==> src/rtl/pfd_pkg.sv <==
`timescale 1ns/1ps
package pfd_pkg;

  typedef struct packed {
    logic up;
    logic dn;
  } pfd_flags_t;

  // Next state of the raise/lower pair: edges set, coincidence clears both.
  function automatic pfd_flags_t pfd_flags_next(pfd_flags_t cur, logic sig_rise, logic cmp_rise);
    pfd_flags_t nxt;
    nxt.up = cur.up | sig_rise;
    nxt.dn = cur.dn | cmp_rise;
    if (nxt.up && nxt.dn) begin
      nxt = '0;
    end
    return nxt;
  endfunction

  // A pulse is too wide once it is active after already lasting `limit` cycles.
  function automatic logic pfd_too_wide(logic active, int unsigned run, int unsigned limit);
    return active && (run >= limit);
  endfunction

  // Saturating increment used by the run and period counters.
  function automatic int unsigned pfd_sat_inc(int unsigned val, int unsigned lim);
    return (val >= lim) ? lim : val + 1;
  endfunction

endpackage

==> src/rtl/pfd_edge_sync.sv <==
`timescale 1ns/1ps
module pfd_edge_sync #(
  parameter int STAGES = 2
) (
  input  logic clk,
  input  logic rst_n,
  input  logic async_in,
  output logic rise_o
);

  logic [STAGES-1:0] stage_q;
  logic              hist_q;

  generate
    for (genvar g = 0; g < STAGES; g++) begin : g_stage
      if (g == 0) begin : g_first
        always_ff @(posedge clk or negedge rst_n) begin
          if (!rst_n) stage_q[0] <= 1'b0;
          else        stage_q[0] <= async_in;
        end
      end else begin : g_next
        always_ff @(posedge clk or negedge rst_n) begin
          if (!rst_n) stage_q[g] <= 1'b0;
          else        stage_q[g] <= stage_q[g-1];
        end
      end
    end
  endgenerate

  always_ff @(posedge clk or negedge rst_n) begin
    if (!rst_n) hist_q <= 1'b0;
    else        hist_q <= stage_q[STAGES-1];
  end

  assign rise_o = stage_q[STAGES-1] & ~hist_q;

  // a detected edge lasts a single sampling clock
  a_r1_single_edge: assert property (@(posedge clk) disable iff (!rst_n)
    rise_o |=> !rise_o);

endmodule

==> src/rtl/pfd_flag_core.sv <==
`timescale 1ns/1ps
module pfd_flag_core
  import pfd_pkg::*;
(
  input  logic clk,
  input  logic rst_n,
  input  logic sig_rise,
  input  logic cmp_rise,
  output logic up_o,
  output logic dn_o,
  output logic pin_en_o,
  output logic pin_val_o
);

  pfd_flags_t flags_q;
  pfd_flags_t flags_d;

  always_comb flags_d = pfd_flags_next(flags_q, sig_rise, cmp_rise);

  always_ff @(posedge clk or negedge rst_n) begin
    if (!rst_n) flags_q <= '0;
    else        flags_q <= flags_d;
  end

  assign up_o      = flags_q.up;
  assign dn_o      = flags_q.dn;
  assign pin_en_o  = flags_q.up ^ flags_q.dn;
  assign pin_val_o = flags_q.up;

  // the two flags never coexist
  a_r2_flags_exclusive: assert property (@(posedge clk) disable iff (!rst_n)
    !(up_o && dn_o));

  // raise flag only appears after a signal edge
  a_r2_up_from_sig: assert property (@(posedge clk) disable iff (!rst_n)
    $rose(up_o) |-> $past(sig_rise));

  // coincident edges leave the pin released
  a_r4_coincide_release: assert property (@(posedge clk) disable iff (!rst_n)
    (sig_rise && cmp_rise) |=> !pin_en_o);

endmodule

==> src/rtl/pfd_lock_mon.sv <==
`timescale 1ns/1ps
module pfd_lock_mon
  import pfd_pkg::*;
#(
  parameter int LOCK_CYCLES = 16,
  parameter int PULSE_LIMIT = 2
) (
  input  logic clk,
  input  logic rst_n,
  input  logic pulse_active,
  input  logic cmp_rise,
  output logic too_wide_o,
  output logic lock_o
);

  localparam int RUN_W  = $clog2(PULSE_LIMIT + 2);
  localparam int GOOD_W = $clog2(LOCK_CYCLES + 1);

  logic [RUN_W-1:0]  run_q;
  logic [GOOD_W-1:0] good_q;

  assign too_wide_o = pfd_too_wide(pulse_active, 32'(run_q), PULSE_LIMIT);

  always_ff @(posedge clk or negedge rst_n) begin
    if (!rst_n) begin
      run_q <= '0;
    end else if (!pulse_active) begin
      run_q <= '0;
    end else begin
      run_q <= RUN_W'(pfd_sat_inc(32'(run_q), PULSE_LIMIT));
    end
  end

  always_ff @(posedge clk or negedge rst_n) begin
    if (!rst_n) begin
      good_q <= '0;
      lock_o <= 1'b0;
    end else if (too_wide_o) begin
      good_q <= '0;
      lock_o <= 1'b0;
    end else if (cmp_rise) begin
      good_q <= GOOD_W'(pfd_sat_inc(32'(good_q), LOCK_CYCLES));
      if (32'(good_q) == LOCK_CYCLES - 1) lock_o <= 1'b1;
    end
  end

  // an over-wide pulse removes lock on the next clock
  a_r10_lock_drop: assert property (@(posedge clk) disable iff (!rst_n)
    too_wide_o |=> !lock_o);

  // lock is only gained on a comparison edge
  a_r9_lock_on_edge: assert property (@(posedge clk) disable iff (!rst_n)
    $rose(lock_o) |-> $past(cmp_rise));

  // lock is never gained in a cycle holding a wide pulse
  a_r9_lock_clean: assert property (@(posedge clk) disable iff (!rst_n)
    $rose(lock_o) |-> !$past(too_wide_o));

endmodule

==> src/rtl/pfd_lock_top.sv <==
`timescale 1ns/1ps
module pfd_lock_top #(
  parameter int SYNC_STAGES = 2,
  parameter int LOCK_CYCLES = 16,
  parameter int PULSE_LIMIT = 2
) (
  input  logic clk,
  input  logic rst_n,
  input  logic sig_in,
  input  logic cmp_in,
  output logic up_o,
  output logic dn_o,
  output logic pin_en_o,
  output logic pin_val_o,
  output logic lock_o
);

  logic sig_rise;
  logic cmp_rise;
  logic too_wide;

  pfd_edge_sync #(.STAGES(SYNC_STAGES)) u_sync_sig (
    .clk(clk), .rst_n(rst_n), .async_in(sig_in), .rise_o(sig_rise)
  );

  pfd_edge_sync #(.STAGES(SYNC_STAGES)) u_sync_cmp (
    .clk(clk), .rst_n(rst_n), .async_in(cmp_in), .rise_o(cmp_rise)
  );

  pfd_flag_core u_core (
    .clk(clk), .rst_n(rst_n),
    .sig_rise(sig_rise), .cmp_rise(cmp_rise),
    .up_o(up_o), .dn_o(dn_o),
    .pin_en_o(pin_en_o), .pin_val_o(pin_val_o)
  );

  pfd_lock_mon #(.LOCK_CYCLES(LOCK_CYCLES), .PULSE_LIMIT(PULSE_LIMIT)) u_lock (
    .clk(clk), .rst_n(rst_n),
    .pulse_active(pin_en_o), .cmp_rise(cmp_rise),
    .too_wide_o(too_wide), .lock_o(lock_o)
  );

  // a driven pin carries the polarity of the set flag
  a_r3_pin_polarity: assert property (@(posedge clk) disable iff (!rst_n)
    (pin_en_o && dn_o) |-> !pin_val_o);

  // lower flag only appears after a comparison edge
  a_r2_dn_from_cmp: assert property (@(posedge clk) disable iff (!rst_n)
    $rose(dn_o) |-> $past(cmp_rise));

endmodule

==> config.mk <==
export PLATFORM = sky130hd
export DESIGN_NAME = pfd_lock_top
export DESIGN_NICKNAME = d
export VERILOG_FILES = /design/src/rtl/pfd_pkg.sv /design/src/rtl/pfd_edge_sync.sv /design/src/rtl/pfd_flag_core.sv /design/src/rtl/pfd_lock_mon.sv /design/src/rtl/pfd_lock_top.sv
export SDC_FILE = /design/constraint.sdc
export NUM_CORES = 1
export LEC_CHECK = 0
export ABC_AREA = 1
export BUFFER_PORTS_ARGS = -buffer_cell sky130_fd_sc_hd__buf_4
export CAP_MARGIN = 0
export CORE_MARGIN = 2
export CORE_UTILIZATION = 45
export CTS_BUF_LIST = sky130_fd_sc_hd__clkbuf_4
export DETAILED_ROUTE_END_ITERATION = 10
export SKIP_LAST_GASP = 1
export SLEW_MARGIN = 20
export SYNTH_ARGS = -nofsm -noshare
export SYNTH_HDL_FRONTEND = slang
export SYNTH_SLANG_ARGS = --single-unit
==> constraint.sdc <==
create_clock -name clk -period 2.4 [get_ports clk]
set_clock_uncertainty 0.15 [all_clocks]
set_input_delay 0.24 -clock clk [delete_from_list [all_inputs] [get_ports clk]]
set_output_delay 0.24 -clock clk [all_outputs]
set_load 0.01 [all_outputs]
# --- After elaboration in Yosys (flattened, before gate mapping) ---
# Index checks and enable logic that the tools add are counted.
word_totals:
  reg_bits: 16
  in_bits: 4
  out_inout_bits: 5
  elab_cells: 37
classes:
  n_addsub: 2
  n_lt_le_gt_ge: 2
  eq_ne: 1
  mux: 9
  bitwise_logic: 7
  reduce_logical: 5
ops:
  columns: ["operator", "n"]
  rows:
  - ["$mux 5", 3]
  - ["$mux 2", 3]
  - ["$add 5x1->5 const B", 1]
  - ["$eq 5x4->1 const B", 1]
  - ["$ge 5x5->1 const B", 1]
  - ["$reduce_bool 2->1", 2]
  - ["$mux 1", 3]
  - ["$add 2x1->2 const B", 1]
  - ["$and 1x1->1", 2]
  - ["$ge 2x2->1 const B", 1]
  - ["$logic_and 1x1->1", 2]
  - ["$not 1->1", 2]
  - ["$or 1x1->1", 2]
  - ["$reduce_and 2->1", 1]
  - ["$xor 1x1->1", 1]

# --- Logic depth before layout (Yosys ltp) ---
# Gate-level depths: netlist of run 1.
logic_depth:
  word_depth: 5
  depth_mapped: 8
  mapped_depth_nobuf: 8

# --- Hierarchy ---
# From an unflattened synthesis of run 1, not the netlist that was laid out.
unflattened:
  cells_unflattened: 77
  area_unflattened_um2: 686.9
modules_own_cells:
  columns: ["mod", "n_inst", "cells_each", "area_each_um2", "seq_area_each_um2"]
  rows:
  - ["pfd_lock_mon", 1, 51, 410.4, 200.2]
  - ["pfd_edge_sync", 2, 5, 85.1, 75.1]
  - ["pfd_flag_core", 1, 16, 106.4, 50.0]

# --- Worst setup path before layout of run 1 ---
# Ideal clock, no wire load.
synth_path:
  path_kind: "register to register"
  startpoint: "register u_lock.good_q[0]"
  endpoint: "register u_lock.good_q[4]"
  setup_ps: 63
  arrival_ps: 1218
  required_time_ps: 2187
  slack_ps: 969
  stages_incl_launch_ff: 8
  n_path_buf: 0
  synth_period_minus_slack_ps: 1431
  path_cell_list: "dfrtp_1 > ha_1 > nand2_1 > nor2_1 > ha_1 > o21ai_2 > nand2_1 > inv_1"
synth_between:
  elab_chain_cells: 4
  word_cells_on_any_way: 5
  classes_between: "1 x add/sub; 1 x order compare; 3 x mux"
synth_lines:
  columns: ["element", "line_no", "source"]
  rows:
  - ["from (decl)", "pfd_lock_mon.sv:20", "logic [GOOD_W-1:0] good_q;"]
  - ["from (signal assigned)", "pfd_lock_mon.sv:42", "good_q <= GOOD_W'(pfd_sat_inc(32'(good_q), LOCK_CYCLES));"]
  - ["$add 5x1->5 or $ge 5x5->1 (tied branches)", "pfd_pkg.sv:27", "return (val >= lim) ? lim : val + 1;"]
  - ["$mux 5 *", "pfd_pkg.sv:27", null]
  - ["$mux 5 *", "pfd_lock_mon.sv:41", "end else if (cmp_rise) begin"]
  - ["$mux 5 *", "pfd_lock_mon.sv:38", "end else if (too_wide_o) begin"]
# Mark *: on every way between the ends. The rest lies on a longest branch, timed or not. The select of a mux whose other input is x is not followed.
# A chain may end at the register's enable or synchronous reset.

# --- Final worst setup path of run 1 ---
layout_path:
  startpoint: "register u_core.flags_q, in the netlist u_core.dn_o"
  endpoint: "output port pin_en_o"
layout_between:
  elab_chain_cells: 1
layout_lines:
  columns: ["element", "line_no", "source"]
  rows:
  - ["from (decl)", "pfd_flag_core.sv:15", "pfd_flags_t flags_q;"]
  - ["from (signal assigned)", "pfd_flag_core.sv:22", "else flags_q <= flags_d;"]
  - ["$xor 1x1->1", "pfd_flag_core.sv:27", "assign pin_en_o = flags_q.up ^ flags_q.dn;"]
  - ["to (decl)", "pfd_lock_top.sv:13", "output logic pin_en_o,"]
# No other way between the ends.

==> results.ini, run 1 <==
[floorplanning]
dieHeight_um = 43.6
die_x_um = 43.6
fp.coreArea_sq_mm = 0.00149
floorplan.io_pins = 9
die_area_sq_mm = 0.00190
rows = 14
initial_utilization_pct = 47.4

[sta]
total_setup_violations_reported_at_the_end_of_the_flow = 0
unrepaired_setup_endpoints_after_global_routing = no
timing.final.max_slew_violations = 0
post-route-period-util_pct = 64.1
report.final.hold_viol_count = 0
worstMarginPinSlew_ns = 0.204
max-slew-margin-rel_pct = 86.3
fmax_mhz = 650
fin_setup_tns_ns = 0
timing.final.crit_period_ns = 1.54

[setup_path]
regToRegSetupSlack_ns = 0.88
r2r_end = u_lock.good_q[4]$_DFFE_PN0P_
critical_path.reg2reg.startpoint = u_lock.good_q[0]$_DFFE_PN0P_
critical_path_buf_inv_count = 3
timing.critical_path.mode_cell = sky130_fd_sc_hd__inv_1
timing_worst_setup_path_type = flip-flop to primary output
worstPathArrival_ns = 1.15
critical_path.slowest_cell = sky130_fd_sc_hd__dfrtp_1
crit_path_cell_trace = inv_1 > nand2_2 > nand2_1 > inv_1 > buf_4
cp_num_cells = 5
end_kind = primary output
max_stage_delay_ns = 0.41
critical_path_required_ns = 2.01
worst-path-max-fanout = 3
r2r_cells = 7
timing.critical_path.max_delay_family = flip-flops
timing.critical_path.from_type = flip-flop

[synthesis]
synth_top_cells_by_area = sky130_fd_sc_hd__dfrtp_1 (57%), sky130_fd_sc_hd__inv_1 (6.9%), sky130_fd_sc_hd__ha_1 (5.3%), sky130_fd_sc_hd__nand3_4 (5.0%), sky130_fd_sc_hd__o21ai_2 (5.0%)
synth_top_cell_by_area = sky130_fd_sc_hd__dfrtp_1
postSynthCellCount = 67
yosysSeqAreaShare_pct = 56.7
synth_seq_cells = 16
synth_largest_type_area_fraction_pct = 56.7
synth.net_count = 74
synth_warnings = 0
postSynthAreaPerCell_sq_um = 10.5
synthDistinctLibCells = 19
synthesis.area_sq_um = 706

[cells_and_area]
insertedDiodeCount = 0
layout_commonest_cell = sky130_fd_sc_hd__dfrtp_1
layoutNonFillerInstCount = 96
fill_cells = 130
final_cell_mix = sky130_fd_sc_hd__dfrtp_1 (16), sky130_fd_sc_hd__inv_1 (13), sky130_fd_sc_hd__buf_4 (8), sky130_fd_sc_hd__nand2_1 (7), sky130_fd_sc_hd__nand3_1 (6)
area_delta_synth_final_pct = 17.7
final_nets = 89
drive_above_1_share_pct = 26.3

[global_route]
grt_pass1_wl_um = 1920
grt_start_max_net_pins = 17
grtUsageTotal_pct = 14.1
overflow = 0
vias_in_the_first_global_route = 467
initial_antenna_violation_count = 0

[route]
drt_first_iter_violations = 8
first_pass_iters = 3
routed_wire_length_per_instance_um = 10.9
drt_drc_violations_left = 0
avgViaCountPerCell = 4.83
wl_um = 1040
vias = 464
antenna_violating_nets_post_route = 0

[place]
gp_congestion = 0.720
numPlacedInstances = 90
placement.io_buffers = 8
detailedPlacementHpwl_um = 775

[clock_tree]
clkSinkCount = 16
postCtsSetupRepairBufs = 0
clock_tree.htree_level_count = 1
cts-root-buf = sky130_fd_sc_hd__clkbuf_4
largest_buffer_count_on_any_clock_path = 2
cts_tree = yes
cts_inserted_buffers = 3
cts.hold.buffers_added = 3
clk_pin_slew_worst_paths_ns = 0.08
post_cts_resize_count = 0
clk_latency_ns = 0.28

[power_and_ir_drop]
vdd_ir_drop_max_v = 0.000496
leakage_dissipation_nw = 0.422
power.density_mw_per_mm2 = 883

[run]
drv_cap = 0

[hold_path]
min_path_type = input port to asynchronous set/reset pin

[run_status]
outcome = completed

==> report_power, final <==
| group | internal [mW] | switching (mW) | leakage, nW |
|---|---|---|---|
| logic | 0.0932 | 0.119 | 0.206 |
| clock network | 0.0582 | 0.0782 | 0.0138 |
| registers | 0.326 | 0.0594 | 0.202 |
| total | 0.478 | 0.256 | 0.422 |
==> final cells by class <==
class,count,area [sq um],share of cell area (%)
inverters,14,52.6,6.33
flip-flops and latches,16,400,48.2
repair buffers,11,90.1,10.8
clock buffers,3,22.5,2.71
well taps,16,20.0,2.41
multi-input cells,36,245,29.5
==> synthesized netlist by cell type <==
library cell and n:
sky130_fd_sc_hd__dfrtp_1 16, sky130_fd_sc_hd__inv_1 13, sky130_fd_sc_hd__nand2_1 7, sky130_fd_sc_hd__nand3_1 6
sky130_fd_sc_hd__nor2_1 5, sky130_fd_sc_hd__o21ai_2 4, sky130_fd_sc_hd__ha_1 3, sky130_fd_sc_hd__nand3_4 2
sky130_fd_sc_hd__a21oi_1 1, sky130_fd_sc_hd__and3_1 1, sky130_fd_sc_hd__buf_4 1, sky130_fd_sc_hd__inv_2 1
sky130_fd_sc_hd__nand2_2 1, sky130_fd_sc_hd__nand4_1 1, sky130_fd_sc_hd__nor2_4 1, sky130_fd_sc_hd__nor3_1 1
sky130_fd_sc_hd__nor3b_2 1, sky130_fd_sc_hd__o21ai_0 1, sky130_fd_sc_hd__o21ai_1 1
==> per-layer routing <==
| layer | wire length [um] | vias to the layer above | track usage [%] |
|---|---|---|---|
| met3 | 37 | 2 | 2.50 |
| met1 | 525 | 220 | 18.6 |
| met2 | 475 | 8 | 21.5 |
| met5 | 0 | - | 0 |
| met4 | 6 | 0 | 9.09 |
| li1 | - | 234 | - |
==> worst max path at each step <==
stage | endpoint | slack, ns | from
finish | pin_en_o | 0.86 | u_core.dn_o$_DFF_PN0_
global route | u_lock.good_q[4]$_DFFE_PN0P_ | 0.77 | u_lock.good_q[0]$_DFFE_PN0P_
CTS | pin_en_o | 0.84 | u_core.pin_val_o$_DFF_PN0_
detailed placement | u_lock.good_q[4]$_DFFE_PN0P_ | 0.89 | u_lock.good_q[0]$_DFFE_PN0P_
global placement | u_lock.good_q[4]$_DFFE_PN0P_ | 0.93 | u_lock.good_q[0]$_DFFE_PN0P_
floorplan | u_lock.good_q[4]$_DFFE_PN0P_ | 0.97 | u_lock.good_q[0]$_DFFE_PN0P_
==> logic make-up after synthesis <==
| logic type | count (synthesis) | synth area share, % |
|---|---|---|
| buffers and inverters | 15 | 8.51 |
| AND/OR/NAND/NOR | 26 | 22.3 |
| adder cells (fa/ha/maj) | 3 | 5.32 |
| AO/OA/AOI/OAI | 7 | 7.09 |
| flip-flops | 16 | 56.7 |
==> metrics by stage <==
step / worst slack (ns) / utilization (%) / area (sq um) / hold slack, ns / power (mW)
after CTS: 0.844 / 55.8 / 831 / 0.198 / 0.744
after detailed placement: 0.892 / 52.3 / 778 / -0.0433 / 0.603
after floorplan: 0.969 / - / 706 / -0.206 / 0.541
final: 0.861 / 55.8 / 831 / 0.201 / 0.734
after global routing: 0.765 / 55.8 / 831 / 0.211 / 0.792
after global placement: 0.926 / 52.3 / 778 / -0.0423 / 0.594
==> sequential cells by signal (all words and copies together) (netlist names) <==
register / flops
u_lock.run_q: 2
u_lock.good_q: 5
u_sync_cmp.hist_q: 1
u_core.pin_val_o: 1
u_sync_sig.stage_q: 2
u_lock.lock_o: 1
u_sync_cmp.stage_q: 2
u_core.dn_o: 1
u_sync_sig.hist_q: 1
No activity file was read; power rests on OpenSTA's default activity.
==> run 2: changes to the inputs <==
- ABC_AREA: 1 -> 0
- clock period: 2.4 -> 1.5 ns (I/O delays scaled with it)
==> results.ini, run 2 <==
[route]
first_pass_iters = 3
drt_first_iter_violations = 10
avgViaCountPerCell = 4.85
wl_um = 1020
antenna_violating_nets_post_route = 0
drt_drc_violations_left = 0
routed_wire_length_per_instance_um = 11.7
vias = 422

[sta]
max-slew-margin-rel_pct = 82.4
timing.final.max_slew_violations = 0
timing.final.crit_period_ns = 1.44
worstMarginPinSlew_ns = 0.257
worst_hold_slack_ns = 0.0978
fmax_mhz = 692
unrepaired_setup_endpoints_after_global_routing = no
report.final.hold_viol_count = 0
post-route-period-util_pct = 96.3
fin_setup_tns_ns = 0
total_setup_violations_reported_at_the_end_of_the_flow = 0
fin_ws_ns = 0.0556

[synthesis]
synth_top_cell_by_area = sky130_fd_sc_hd__dfrtp_1
synth.net_count = 62
synthDistinctLibCells = 21
synth_warnings = 0
synthTopCellsByCount = sky130_fd_sc_hd__dfrtp_1 (16), sky130_fd_sc_hd__a21oi_1 (6), sky130_fd_sc_hd__inv_1 (4), sky130_fd_sc_hd__nand3_1 (4)
synth_seq_cells = 16
dominantRegCellSynth = sky130_fd_sc_hd__dfrtp_1
count_leader_synth = sky130_fd_sc_hd__dfrtp_1
yosysSeqAreaShare_pct = 60.5
postSynth.asyncResetShare_pct = 100
postSynthCellCount = 55
synthesis.area_sq_um = 662
synth_top_cells_by_area = sky130_fd_sc_hd__dfrtp_1 (60%), sky130_fd_sc_hd__ha_1 (5.7%), sky130_fd_sc_hd__a21oi_1 (4.5%), sky130_fd_sc_hd__a2111oi_4 (4.2%), sky130_fd_sc_hd__nand3_1 (3.0%)
synth_largest_type_area_fraction_pct = 60.5
number_of_synthesized_flops_with_an_enable_pin = 0
postSynthAreaPerCell_sq_um = 12.0

[floorplanning]
die_x_um = 42.4
initial_utilization_pct = 49.6
floorplan.io_pins = 9
dieHeight_um = 42.4
fp.coreArea_sq_mm = 0.00133
die_area_sq_mm = 0.00179
rows = 13

[global_route]
grt_pass1_wl_um = 1730
overflow = 0
grt_start_max_net_pins = 17
grtUsageTotal_pct = 13.3
vias_in_the_first_global_route = 385
initial_antenna_violation_count = 0

[cells_and_area]
register_ranked_first_by_flip_flop_count = u_lock.good_q
post-route-cell-area_sq_um = 843
final_nets = 80
largest_register_ff_count = 5
drive_above_1_share_pct = 30.6
layout.core_utilization_pct = 63.2
layoutNonFillerInstCount = 87
fill_cells = 98
insertedDiodeCount = 0
area_delta_synth_final_pct = 27.4
final_cell_mix = sky130_fd_sc_hd__dfrtp_1 (15), sky130_fd_sc_hd__buf_4 (12), sky130_fd_sc_hd__a21oi_1 (6), sky130_fd_sc_hd__inv_1 (4), sky130_fd_sc_hd__nand3_1 (4)
layout_commonest_cell = sky130_fd_sc_hd__dfrtp_1

[place]
instance_area_after_placement_sq_um = 751
gp_congestion = 0.736
detailedPlacementHpwl_um = 709
dp_slack_ns = -0.0125
placement.io_buffers = 8
numPlacedInstances = 79

[setup_path]
timing.critical_path.from_type = flip-flop
regToRegSetupSlack_ns = 0.06
timing_worst_setup_path_type = flip-flop to flip-flop
critical_path.slowest_cell = sky130_fd_sc_hd__dfrtp_1
max_stage_delay_ns = 0.39
crit_path_cell_trace = ha_2 > and3_4 > ha_4 > o21ai_1 > nor2b_1
worst-path-max-fanout = 3
critical_path_required_ns = 1.53
end_kind = flip-flop
worstPathArrival_ns = 1.48

[power_and_ir_drop]
leakage_dissipation_nw = 0.389
power.density_mw_per_mm2 = 1400
vdd_ir_drop_max_v = 0.000861
post-layout-total-power_mw = 1.18

[run]
drv_cap = 0

[clock_tree]
clk_latency_ns = 0.28
cts_tree = yes
cts_inserted_buffers = 3
clock_tree.htree_level_count = 1
clkSinkCount = 16
clk_pin_slew_worst_paths_ns = 0.10
largest_buffer_count_on_any_clock_path = 2
cts-root-buf = sky130_fd_sc_hd__clkbuf_4

[run_status]
outcome = completed

[hold_path]
min_path_type = input port to asynchronous set/reset pin

## run 2: area by class of cell
cell class,instances,area (sq um),share of cell area [%]
sequential,16,402,47.6
clock inverter,1,3.75,0.445
timing repair buffer,15,120,14.2
tap,15,18.8,2.23
multi-input combinational,33,262,31.0
clock buffer,3,22.5,2.67
inverter,4,15.0,1.78
## run 2: repair_timing
action / CTS / global route
pin swaps: 0 / 3
setup endpoints to repair: 1 / 2
buffers inserted: 0 / 1
endpoints found under the hold margin: 18 / 0
cloned: 0 / 0
resized for setup: 1 / 5
hold buffers: 3 / 0
## run 2: power breakdown
group | internal [mW] | switching (mW) | total (mW) | leakage, nW
clock | 0.0964 | 0.132 | 0.228 | 0.0154
sequential | 0.524 | 0.0815 | 0.606 | 0.198
combinational | 0.179 | 0.164 | 0.343 | 0.176
total | 0.800 | 0.377 | 1.18 | 0.389
## run 2: final timing paths
path | startpoint | to | cells past startpoint
max in group asynchronous | rst_n | u_core.pin_val_o$_DFF_PN0_ | 2
hold reg to reg | u_sync_cmp.stage_q[0]$_DFF_PN0_ | u_sync_cmp.stage_q[1]$_DFF_PN0_ | 0
min in group clk | u_sync_cmp.stage_q[0]$_DFF_PN0_ | u_sync_cmp.stage_q[1]$_DFF_PN0_ | 0
setup / recovery | u_lock.good_q[1]$_DFFE_PN0P_ | u_lock.good_q[4]$_DFFE_PN0P_ | 5
setup reg to reg | u_lock.good_q[1]$_DFFE_PN0P_ | u_lock.good_q[4]$_DFFE_PN0P_ | 5
hold / removal | rst_n | u_sync_sig.stage_q[0]$_DFF_PN0_ | 2
## run 2: logic make-up after synthesis
| group | Yosys count | share of synthesized area [%] |
|---|---|---|
| AOI/OAI and AO/OA | 10 | 11.7 |
| xor gates and xnor gates | 1 | 1.32 |
| DFF | 16 | 60.5 |
| adders and majority gates | 3 | 5.67 |
| and+or+nand+nor | 18 | 15.1 |
| muxes | 1 | 1.51 |
| buffers and inverters | 6 | 4.16 |
## run 2: routing by layer
metal | global-route usage (%) | vias up | part of all wire, %
met4 | 9.38 | 0 | 0
met5 | 0 | - | 0
li1 | - | 216 | -
met2 | 18.5 | 7 | 45
met3 | 2.59 | 0 | 3.4
met1 | 18.3 | 199 | 51
## run 2: worst max-delay path, delay by kind of cell, from the launching register on
kind | cells | cell delay [ns]
compound gates | 1 | 0.05
fa+ha+maj | 2 | 0.45
flops | 1 | 0.39
simple gates | 2 | 0.31
